<file path="config.mk">
export PLATFORM = sky130hd
export DESIGN_NAME = irqlatch_top
export DESIGN_NICKNAME = d
export VERILOG_FILES = /design/src/rtl/irqlatch_pkg.sv /design/src/rtl/irqlatch_ctrl.sv /design/src/rtl/irqlatch_datapath.sv /design/src/rtl/irqlatch_top.sv
export SDC_FILE = /design/constraint.sdc
export NUM_CORES = 1
export LEC_CHECK = 0
export BUFFER_PORTS_ARGS = -buffer_cell sky130_fd_sc_hd__clkbuf_2
export CELL_PAD_IN_SITES_DETAIL_PLACEMENT = 0
export CELL_PAD_IN_SITES_GLOBAL_PLACEMENT = 1
export CORE_AREA = 2 2 57 59
export CTS_BUF_LIST = sky130_fd_sc_hd__clkbuf_16
export DETAILED_ROUTE_END_ITERATION = 7
export DIE_AREA = 0 0 59 61
export PLACE_DENSITY_LB_ADDON = 0.1
export SLEW_MARGIN = 40
export SYNTH_ARGS = -nofsm -noshare
export SYNTH_HDL_FRONTEND = slang
export SYNTH_SLANG_ARGS = --single-unit
</file>
<file path="constraint.sdc">
create_clock -name clk -period 1.6 [get_ports clk]
set_clock_uncertainty 0.05 [all_clocks]
set_input_delay 0.24 -clock clk [delete_from_list [all_inputs] [get_ports clk]]
set_output_delay 0.24 -clock clk [all_outputs]
set_load 0.01 [all_outputs]
</file>
<file path="src/rtl/irqlatch_pkg.sv">
package irqlatch_pkg;
  localparam int OFS_RAW = 'h10;
  localparam int OFS_REQ = 'h14;
  localparam int OFS_EN  = 'h18;
  localparam int OFS_DET = 'h1C;

  typedef enum logic [2:0] {
    SEL_NONE,
    SEL_RAW,
    SEL_REQ,
    SEL_EN,
    SEL_DET
  } regSel_e;

  typedef struct packed {
    logic    clrReq;
    logic    wrMask;
    regSel_e rdSel;
  } ctrlStrobe_t;
endpackage

</file>
<file path="src/rtl/irqlatch_ctrl.sv">
module irqlatch_ctrl
  import irqlatch_pkg::*;
#(
  parameter int ADDR_W = 8
) (
  input  logic [ADDR_W-1:0] regAddr,
  input  logic              regWrEn,
  output ctrlStrobe_t       strobe
);
  localparam logic [ADDR_W-1:0] A_RAW = ADDR_W'(OFS_RAW);
  localparam logic [ADDR_W-1:0] A_REQ = ADDR_W'(OFS_REQ);
  localparam logic [ADDR_W-1:0] A_EN  = ADDR_W'(OFS_EN);
  localparam logic [ADDR_W-1:0] A_DET = ADDR_W'(OFS_DET);

  always_comb begin
    strobe.clrReq = regWrEn && (regAddr == A_REQ);
    strobe.wrMask = regWrEn && (regAddr == A_EN);
    unique case (regAddr)
      A_RAW:   strobe.rdSel = SEL_RAW;
      A_REQ:   strobe.rdSel = SEL_REQ;
      A_EN:    strobe.rdSel = SEL_EN;
      A_DET:   strobe.rdSel = SEL_DET;
      default: strobe.rdSel = SEL_NONE;
    endcase
  end
endmodule

</file>
<file path="src/rtl/irqlatch_datapath.sv">
module irqlatch_datapath
  import irqlatch_pkg::*;
#(
  parameter int DATA_W    = 32,
  parameter int DONE_BIT  = 1,
  parameter int ABORT_BIT = 13
) (
  input  logic              clk,
  input  logic              rstN,
  input  ctrlStrobe_t       strobe,
  input  logic [DATA_W-1:0] wrData,
  input  logic              evtDone,
  input  logic              evtAbort,
  output logic [DATA_W-1:0] rdData,
  output logic              irqOut,
  output logic [DATA_W-1:0] reqQ,
  output logic [DATA_W-1:0] enQ
);
  localparam logic [DATA_W-1:0] IMPL_MASK =
    (DATA_W'(1) << DONE_BIT) | (DATA_W'(1) << ABORT_BIT);

  logic [DATA_W-1:0] rawVec;
  logic [DATA_W-1:0] detVec;
  logic              irqQ;

  always_comb begin
    rawVec            = '0;
    rawVec[DONE_BIT]  = evtDone;
    rawVec[ABORT_BIT] = evtAbort;
  end

  for (genvar gi = 0; gi < DATA_W; gi++) begin : g_bit
    if (IMPL_MASK[gi]) begin : g_live
      logic reqBit;
      logic enBit;
      always_ff @(posedge clk or negedge rstN) begin
        if (!rstN) begin
          reqBit <= 1'b0;
          enBit  <= 1'b0;
        end else begin
          // an arriving event outranks a simultaneous clear
          reqBit <= rawVec[gi] | (reqBit & ~(strobe.clrReq & wrData[gi]));
          if (strobe.wrMask) enBit <= wrData[gi];
        end
      end
      assign reqQ[gi] = reqBit;
      assign enQ[gi]  = enBit;
    end else begin : g_tie
      assign reqQ[gi] = 1'b0;
      assign enQ[gi]  = 1'b0;
    end
  end

  assign detVec = reqQ & enQ;

  always_ff @(posedge clk or negedge rstN) begin
    if (!rstN) irqQ <= 1'b0;
    else       irqQ <= |detVec;
  end

  assign irqOut = irqQ;

  always_comb begin
    unique case (strobe.rdSel)
      SEL_RAW: rdData = rawVec;
      SEL_REQ: rdData = reqQ;
      SEL_EN:  rdData = enQ;
      SEL_DET: rdData = detVec;
      default: rdData = '0;
    endcase
  end
endmodule

</file>
<file path="src/rtl/irqlatch_top.sv">
module irqlatch_top
  import irqlatch_pkg::*;
#(
  parameter int ADDR_W    = 8,
  parameter int DATA_W    = 32,
  parameter int DONE_BIT  = 1,
  parameter int ABORT_BIT = 13
) (
  input  logic              clk,
  input  logic              rstN,
  input  logic [ADDR_W-1:0] regAddr,
  input  logic              regWrEn,
  input  logic [DATA_W-1:0] regWrData,
  output logic [DATA_W-1:0] regRdData,
  input  logic              evtDone,
  input  logic              evtAbort,
  output logic              irqOut
);
  ctrlStrobe_t       strobe;
  logic [DATA_W-1:0] reqQ;
  logic [DATA_W-1:0] enQ;

  irqlatch_ctrl #(.ADDR_W(ADDR_W)) u_ctrl (
    .regAddr (regAddr),
    .regWrEn (regWrEn),
    .strobe  (strobe)
  );

  irqlatch_datapath #(
    .DATA_W    (DATA_W),
    .DONE_BIT  (DONE_BIT),
    .ABORT_BIT (ABORT_BIT)
  ) u_dp (
    .clk      (clk),
    .rstN     (rstN),
    .strobe   (strobe),
    .wrData   (regWrData),
    .evtDone  (evtDone),
    .evtAbort (evtAbort),
    .rdData   (regRdData),
    .irqOut   (irqOut),
    .reqQ     (reqQ),
    .enQ      (enQ)
  );
endmodule

</file>
==> flow_summary.json <==
{
  "status": "complete, no violations",
  "cpLargestDelayFamily": "simple AND/OR/NAND/NOR gates",
  "post-cts-setup-buffers": 0,
  "path_class": "in2out",
  "required_ns": 1.31,
  "fp-row-count": 20,
  "synth-edff-count": 0,
  "fin_setup_tns_ns": 0,
  "syn_area_sq_um": 515,
  "grt.overflow.total": 0,
  "synth_warnings": 0,
  "start_util_pct": 17.5,
  "wl_per_cell_microns": 7.92,
  "power_uw": 614,
  "arrival_ns": 1.11,
  "worstHoldPathType": "in2reg",
  "drtAntennaViolNets": 0,
  "num_vias": 373,
  "final_hold_viol_count": 0,
  "r2r_start": "u_dp.g_bit[13].g_live.enBit",
  "rsz0062_at_grt": "false",
  "dp_hpwl_microns": 819,
  "cp-end-kind": "output pin",
  "synth_most_common_cell": "buf_4",
  "p_leak_nw": 0.347,
  "fp.coreArea_sq_um": 2950,
  "pwr-share-comb_pct": 13.4,
  "synth_top_area_share_pct": 43.7,
  "place_area_sq_um": 533,
  "die_x_microns": 59,
  "ios": 78,
  "drv_cap": 0,
  "fmax_ghz": 0.713,
  "die_h_microns": 61,
  "ir_drop_mv": 0.366,
  "slowest_delay_ns": 0.28,
  "grt_pass1_wl_mm": 1.30,
  "ys_top_cells_by_area": "buf_4, dfrtp_1, nor4b_4, mux2_1, nor3_1",
  "gp_congestion": 0.650,
  "io_buffer_count": 17,
  "post-route-period-util_pct": 87.7,
  "r2r_end": "u_dp.g_bit[13].g_live.enBit",
  "synth_common_cells": "buf_4, dfrtp_1, nor3_1",
  "grt_util_all_layers_pct": 5.00,
  "cts_root_buf": "clkbuf_16",
  "regToRegSetupSlack_ns": 0.74,
  "cts.clk_slew.worst_paths_ns": 0.03,
  "fin_nets": 125,
  "p_sw_uw": 133,
  "final_cell_area_sq_um": 622,
  "dp_cells": 107,
  "clkPwrFrac_pct": 64.7,
  "synth_area_leader_cell": "buf_4",
  "syn_inst": 57,
  "cts_sinks": 5,
  "maxSlewViolCount": 0,
  "drtPass1Iterations": 2,
  "seqPwrFrac_pct": 21.9,
  "cts_buffers": 3,
  "die-area_sq_um": 3600,
  "grt_pass1_vias": 342,
  "wl_microns": 887,
  "cp-start-kind": "input port",
  "path_buf_inv": 2,
  "antenna_cells": 0,
  "cpMostUsedCell": "clkbuf_2",
  "crit_cells": 5,
  "ys_ff_latch": 5,
  "internal_power_uw": 481,
  "yosysUniqueCellTypes": 16,
  "critPathCapture": "regRdData[1]",
  "cts_buffer_depth": 2,
  "drt_iter0_drc": 2,
  "crit_start": "regAddr[5]",
  "async_reset_ff_share_pct": 100,
  "seq_area_frac_synth_pct": 24.3,
  "tritoncts": "built",
  "grt_max_degree": 6,
  "power-per-cell-area_nw_per_um2": 987,
  "antenna_found_initial": 0,
  "worstPathCellList": "clkbuf_2 > nor4b_4 > nand2_1 > nor3_1 > clkbuf_2",
  "htreeDepth": 1,
  "reg2regPathDepth": 1,
  "clk_latency_ns": 0.22,
  "syn_avg_cell_area_sq_um": 9.04,
  "drc": 0,
  "avgViaCountPerCell": 3.33,
  "finalCriticalPeriod_ns": 1.40,
  "fin_util_pct": 21.1,
  "crit_slowest_cell": "nor4b_4",
  "instances_no_fill": 112,
  "synthFlopType": "dfrtp_1",
  "crit_fanout": 2,
  "area_growth_pct": 20.6,
  "setup_viol": 0,
  "drive_gt1_share_pct": 30.4,
  "p_sw_share_pct": 21.6
}
[placed cells by master, fill, tap and decap left out]
master,count
a21o_1,2
a22o_1,1
buf_4,1
clkbuf_16,3
clkbuf_2,17
conb_1,30
dfrtp_1,5
dlygate4sd3_1,1
inv_1,3
mux2_1,2
nand2_1,1
nand4_1,2
nand4_2,1
nor2_1,1
nor2b_1,1
nor3_1,4
nor3b_2,1
nor4b_4,1
o22ai_1,2
[sequential cells by signal, indices dropped and copies added, names as in the netlist]
register	cells
u_dp.irqOut	1
u_dp.g_bit.g_live.reqBit	2
u_dp.g_bit.g_live.enBit	2
[power groups by stage]
stage / sequential, mW / combinational, mW / clock (mW)
3_5_place_dp: 0.136 / 0.0798 / 0
4_1_cts: 0.135 / 0.0819 / 0.406
6_report: 0.135 / 0.0823 / 0.397
3_3_place_gp: 0.137 / 0.0798 / 0
5_1_grt: 0.135 / 0.0926 / 0.417
2_1_floorplan: 0.137 / 0.101 / 0
[through the flow]
stage          hold slack, ns  worst slack (ns)
6_report                0.177             0.197
5_1_grt                 0.185             0.114
4_1_cts                 0.181             0.174
3_5_place_dp           0.0161             0.176
3_3_place_gp           0.0136             0.160
2_1_floorplan          -0.106             0.315
[cell families (layout without fill, tap and decap cells)]
family | count (synthesis) | after routing | synth area share, %
AND/OR/NAND/NOR | 12 | 12 | 18.4
AO/OA/AOI/OAI | 5 | 5 | 7.04
other | 1 | 30 | 0.727
buffers and inverters | 32 | 25 | 45.1
multiplexers | 2 | 2 | 4.37
flip-flops | 5 | 5 | 24.3
[timing repair]
| item | in CTS | in global routing |
|---|---|---|
| setup endpoints to repair | 0 | 0 |
| endpoints found under the hold margin | 5 | 0 |
| hold buffers | 1 | 0 |
| gates resized for setup | 0 | 0 |
[routing by layer]
| layer | up-vias | GRT usage [%] | share of wire [%] |
|---|---|---|---|
| met4 | 0 | 1.95 | 0 |
| li1 | 176 | - | - |
| met3 | 0 | 2.35 | 11 |
| met2 | 28 | 9.68 | 54 |
| met5 | - | 0 | 0 |
| met1 | 169 | 4.48 | 35 |
[final cells by class]
class / count / area [sq um]
well taps: 33 / 41.3
clock inverters: 1 / 3.75
multi-input cells: 49 / 267
flip-flops and latches: 5 / 125
fillers: 347 / 2330
clock buffers: 3 / 75.1
inverters: 2 / 7.51
repair buffers: 19 / 103
[worst min-delay path by stage]
stage / startpoint / end / slack (ns) / depth (start not counted)
after floorplan: rstN / u_dp.g_bit[13].g_live.enBit / -0.11 / 0
after global placement: rstN / u_dp.irqOut / 0.01 / 1
after detailed placement: rstN / u_dp.irqOut / 0.02 / 1
after CTS: evtDone / u_dp.g_bit[1].g_live.reqBit / 0.18 / 2
after global routing: evtDone / u_dp.g_bit[1].g_live.reqBit / 0.18 / 2
final: evtDone / u_dp.g_bit[1].g_live.reqBit / 0.18 / 2
Note: power is estimated with default switching activity, not from simulation.
